### src/rtl/notify_pacer_pkg.sv
package notify_pacer_pkg;

  typedef enum logic [1:0] {
    PH_IDLE  = 2'd0,
    PH_PULSE = 2'd1,
    PH_HOLD  = 2'd2
  } phase_e;

  typedef struct packed {
    logic clrCnt;   // restart the shared interval counter
    logic lineLow;  // pull the notification line low
  } strobe_t;

endpackage

### src/rtl/notify_pacer_dp.sv
module notify_pacer_dp
  import notify_pacer_pkg::*;
#(
  parameter int PULSE_CYCLES  = 6250,
  parameter int PERIOD_CYCLES = 12500000,
  parameter int SYNC_STAGES   = 2
) (
  input  logic    clk,
  input  logic    rst,
  input  logic    dataPending,
  input  strobe_t strb,
  output logic    pendSync,
  output logic    pulseDone,
  output logic    periodDone,
  output logic    notifyN
);
  localparam int MaxCycles = (PULSE_CYCLES > PERIOD_CYCLES) ? PULSE_CYCLES : PERIOD_CYCLES;
  localparam int CntW      = $clog2(MaxCycles + 1);
  localparam logic [CntW-1:0] PulseLast  = CntW'(PULSE_CYCLES - 1);
  localparam logic [CntW-1:0] PeriodLast = CntW'(PERIOD_CYCLES - 1);

  logic [SYNC_STAGES-1:0] syncQ;
  logic [CntW-1:0]        tick;

  always_ff @(posedge clk) begin
    if (rst) syncQ[0] <= 1'b0;
    else     syncQ[0] <= dataPending;
  end

  for (genvar s = 1; s < SYNC_STAGES; s++) begin : g_sync
    always_ff @(posedge clk) begin
      if (rst) syncQ[s] <= 1'b0;
      else     syncQ[s] <= syncQ[s-1];
    end
  end

  assign pendSync = syncQ[SYNC_STAGES-1];

  always_ff @(posedge clk) begin
    if (rst || strb.clrCnt) tick <= '0;
    else                    tick <= tick + 1'b1;
  end

  assign pulseDone  = (tick == PulseLast);
  assign periodDone = (tick == PeriodLast);
  assign notifyN    = ~strb.lineLow;

endmodule

### src/rtl/notify_pacer_ctrl.sv
module notify_pacer_ctrl
  import notify_pacer_pkg::*;
(
  input  logic    clk,
  input  logic    rst,
  input  logic    pendSync,
  input  logic    pulseDone,
  input  logic    periodDone,
  output strobe_t strb
);
  phase_e phase, phaseNext;

  always_comb begin
    phaseNext   = phase;
    strb.clrCnt = 1'b0;
    strb.lineLow = (phase == PH_PULSE);
    unique case (phase)
      PH_IDLE: begin
        strb.clrCnt = 1'b1;
        if (pendSync) phaseNext = PH_PULSE;
      end
      PH_PULSE: begin
        if (pulseDone) begin
          phaseNext   = PH_HOLD;
          strb.clrCnt = 1'b1;
        end
      end
      PH_HOLD: begin
        if (periodDone) begin
          strb.clrCnt = 1'b1;
          phaseNext   = pendSync ? PH_PULSE : PH_IDLE;
        end
      end
      default: begin
        phaseNext   = PH_IDLE;
        strb.clrCnt = 1'b1;
      end
    endcase
  end

  always_ff @(posedge clk) begin
    if (rst) phase <= PH_IDLE;
    else     phase <= phaseNext;
  end

endmodule

### src/rtl/notify_pacer.sv
module notify_pacer #(
  parameter int PULSE_CYCLES  = 6250,
  parameter int PERIOD_CYCLES = 12500000,
  parameter int SYNC_STAGES   = 2
) (
  input  logic clk,
  input  logic rst,
  input  logic dataPending,
  output logic notifyN
);
  notify_pacer_pkg::strobe_t strb;
  logic pendSync, pulseDone, periodDone;

  notify_pacer_ctrl u_ctrl (
    .clk(clk), .rst(rst), .pendSync(pendSync),
    .pulseDone(pulseDone), .periodDone(periodDone), .strb(strb)
  );

  notify_pacer_dp #(
    .PULSE_CYCLES(PULSE_CYCLES), .PERIOD_CYCLES(PERIOD_CYCLES), .SYNC_STAGES(SYNC_STAGES)
  ) u_dp (
    .clk(clk), .rst(rst), .dataPending(dataPending), .strb(strb),
    .pendSync(pendSync), .pulseDone(pulseDone), .periodDone(periodDone), .notifyN(notifyN)
  );

endmodule

### config.mk
export PLATFORM = sky130hd
export DESIGN_NAME = notify_pacer
export DESIGN_NICKNAME = d
export VERILOG_FILES = /design/src/rtl/notify_pacer_pkg.sv /design/src/rtl/notify_pacer_dp.sv /design/src/rtl/notify_pacer_ctrl.sv /design/src/rtl/notify_pacer.sv
export SDC_FILE = /design/constraint.sdc
export NUM_CORES = 1
export LEC_CHECK = 0
export ABC_AREA = 1
export CAP_MARGIN = 20
export CORE_ASPECT_RATIO = 1.4
export CORE_UTILIZATION = 45
export DETAILED_ROUTE_END_ITERATION = 16
export PLACE_DENSITY_LB_ADDON = 0.2
export SLEW_MARGIN = 0
export SYNTH_ARGS = -nofsm -noshare
export SYNTH_HDL_FRONTEND = slang
export SYNTH_SLANG_ARGS = --single-unit
### constraint.sdc
create_clock -name clk -period 1.95 [get_ports clk]
set_clock_uncertainty 0.15 [all_clocks]
set_input_delay 0.39 -clock clk [delete_from_list [all_inputs] [get_ports clk]]
set_output_delay 0.39 -clock clk [all_outputs]
set_load 0.02 [all_outputs]
==> flow_summary.yaml <==
route:
  drc: 0
  routed_wl_um: 3110
  vias_per_cell: 4.89
  antenna_left: 0
  wl_per_cell_um: 11.1
  vias: 1364
  drt-initial-drc-count: 31
  first_pass_iters: 4
cells_and_area:
  design_area_um2: 1740
  drive_gt1_frac: 0.0879
  num_antenna_cells: 0
  multi_input_area_um2: 903
  instances_no_fill: 279
  fill_cells: 338
  synthToLayoutAreaGrowth_pct: 10.1
  nNetsFinal: 251
  seq_area_um2: 561
logic_synthesis:
  syn_area_per_cell_um2: 6.86
  yosysTopAreaCellShare: 0.355
  synth_most_common_cell: "nor2_1"
  synth_area_leader_cell: "dfxtp_1"
  synth_enable_flop_cells: 0
  ys_warn_count: 0
  seq_area_frac_synth: 0.355
  synth_flop_cell: "dfxtp_1"
  async_flop_share: 0
  syn-cell-area_um2: 1580
  synthDistinctLibCells: 24
  yosys_register_bits: 28
  netlist_instances: 230
  synth_nets: 240
  synth_area_leaders: "dfxtp_1 36%, nor2_1 15%, nand2_1 11%"
  synth_commonest_cells: "62 x nor2_1, 47 x nand2_1, 28 x dfxtp_1"
worst_hold_path:
  min_from: "u_dp.syncQ[0]"
  hold_path_class: "flop to flop"
floorplanning:
  die_x_um: 52.0
  core-area_um2: 3350
  rows: 25
  boundaryPins: 4
  start_util: 0.471
  die_area_um2: 3750
  die_h_um: 72.1
worst_setup_path:
  crit_type: "flop to output port"
  cpPeakStageDelay_ns: 0.36
  crit_path_start_kind: "flop"
  cp_max_fo: 4
  crit_buf_inv: 3
  crit_top_cell: "inv_1"
  arrival_ns: 1.28
  crit_path_top_delay_cell: "dfxtp_1"
  end_kind: "output port"
  reg2reg_from: "u_dp.tick[1]"
  crit_chain: "inv_1, ha_1, inv_1, clkdlybuf4s15_1"
  worstPathRequired_ns: 1.41
  crit_family: "buffers and inverters"
  crit_start: "u_ctrl.phase[1]"
placed_design:
  placed_cell_area_um2: 1700
  dp_hpwl_um: 2420
  dpl.cell_count: 276
  place.gp.congestion: 0.843
  io_buffers: 3
power_and_ir_drop:
  p_leak_nw: 0.706
  peakVddDrop_v: 0.000578
  swShare: 0.313
  p_int_uw: 880
  p_per_area_nw_per_um2: 737
  p_switching_uw: 400
  pwr-share-seq: 0.486
  comb_power_share: 0.273
  clockPowerShare: 0.241
grt:
  grt_pass1_vias: 1301
  grt_pass1_wl_um: 5530
  grt_usage: 0.197
  grt-ovfl-total: 0
  antenna_found_initial: 0
  grt_max_degree: 25
sta:
  setup_tns_ns: 0
  fin_hold_ws_ns: 0.258
  tightest_slew_ns: 0.308
  fmax_ghz: 0.550
  rsz0062_at_grt: "no"
  finalHoldViolCount: 0
  post-route-period-util: 0.933
  setup_violations: 0
  fin_crit_ns: 1.82
  relSlewSlack: 0.794
  report.final.slew_viol_count: 0
clocking:
  htreeDepth: 1
  cts_inserted_buffers: 3
  cts_setup_buffers: 0
  clk_pin_slew_ns: 0.09
  cts_tree: "yes"
  cts_buffer_depth: 2
  cts_root_buffer: "clkbuf_8"
  insertion_delay_ns: 0.27
  cts.sinks: 28
job:
  maxCapViolCount: 0
status:
  status: "finished, final reports clean"
==> kinds of logic after synthesis <==
kind of cell	Yosys count	synth area share
compound gates	6	0.0246
xor+xnor	14	0.0777
fa+ha+maj	7	0.0555
buf+inv	29	0.0722
flops	28	0.355
simple gates	146	0.415
==> state kept, by name (all words and copies together), names as in the netlist <==
name,cells
u_dp.tick,24
u_dp.pendSync,1
u_ctrl.phase,2
u_dp.syncQ,1
==> layout make-up <==
class                      instances  share of cell area
tap                               40              0.0288
multi-input combinational        173               0.520
timing repair buffer               8              0.0461
clock buffer                       3              0.0238
sequential                        28               0.323
inverter                          27              0.0584
==> stage by stage <==
| step | util | worst slack, ns | total power, mW |
|---|---|---|---|
| 5_1_grt | 0.519 | 0.0209 | 1.38 |
| 3_3_place_gp | 0.507 | 0.151 | 0.992 |
| 6_report | 0.519 | 0.131 | 1.28 |
| 2_1_floorplan | - | 0.317 | 0.882 |
| 4_1_cts | 0.519 | 0.0755 | 1.30 |
| 3_5_place_dp | 0.507 | 0.122 | 0.995 |
==> cells in the final DEF (no fill, tap or decap) <==
cell type,n
nor2_1,62
nand2_1,47
dfxtp_1,28
inv_1,26
nand3_1,16
xor2_1,8
ha_1,7
xnor2_1,6
nand4_1,5
nor3_1,4
nand2_2,4
buf_4,4
a21oi_1,3
clkbuf_8,3
nor3_2,2
o21bai_1,2
clkdlybuf4s50_1,2
inv_2,1
nand4_4,1
nor2_2,1
nor3_4,1
or2_0,1
a21oi_2,1
nor3b_2,1
or2_2,1
clkdlybuf4s15_1,1
buf_12,1
==> worst paths after layout <==
path	depth (start not counted)	endpoint	slack [ns]
worst min register to register	2	u_dp.pendSync	0.26
worst max-delay path	4	notifyN	0.13
worst max register to register	8	u_dp.tick[18]	0.23
worst min-delay path	2	u_dp.pendSync	0.26
==> power groups by stage <==
stage                     Sequential [mW]  Combinational [mW]  Clock (mW)
after floorplan                     0.635               0.247           0
after global placement              0.634               0.358           0
after detailed placement            0.636               0.359           0
after CTS                           0.622               0.354       0.328
after global routing                0.626               0.404       0.348
final                               0.622               0.349       0.309
==> worst reg2reg max path: cells and delay by family, from the launching register on <==
kind / cells / cell delay, ns
compound gates: 1 / 0.11
flops: 1 / 0.35
fa+ha+maj: 1 / 0.18
simple gates: 5 / 0.78
buf+inv: 1 / 0.08
==> layer usage <==
metal / vias to the layer above / track usage / routed length (um)
met5: - / 0 / 0
met4: 0 / 0.0961 / 68
met3: 8 / 0.0294 / 61
met2: 18 / 0.345 / 1610
met1: 607 / 0.226 / 1370
li1: 731 / - / -
==> what timing repair did <==
action / CTS / global route
endpoints found under the setup margin: 1 / 1
hold buffers: 0 / 0
hold endpoints to repair: 0 / 0
pin swaps: 0 / 0
gates resized for setup: 1 / 1
Power figures use the tool's default switching activity.
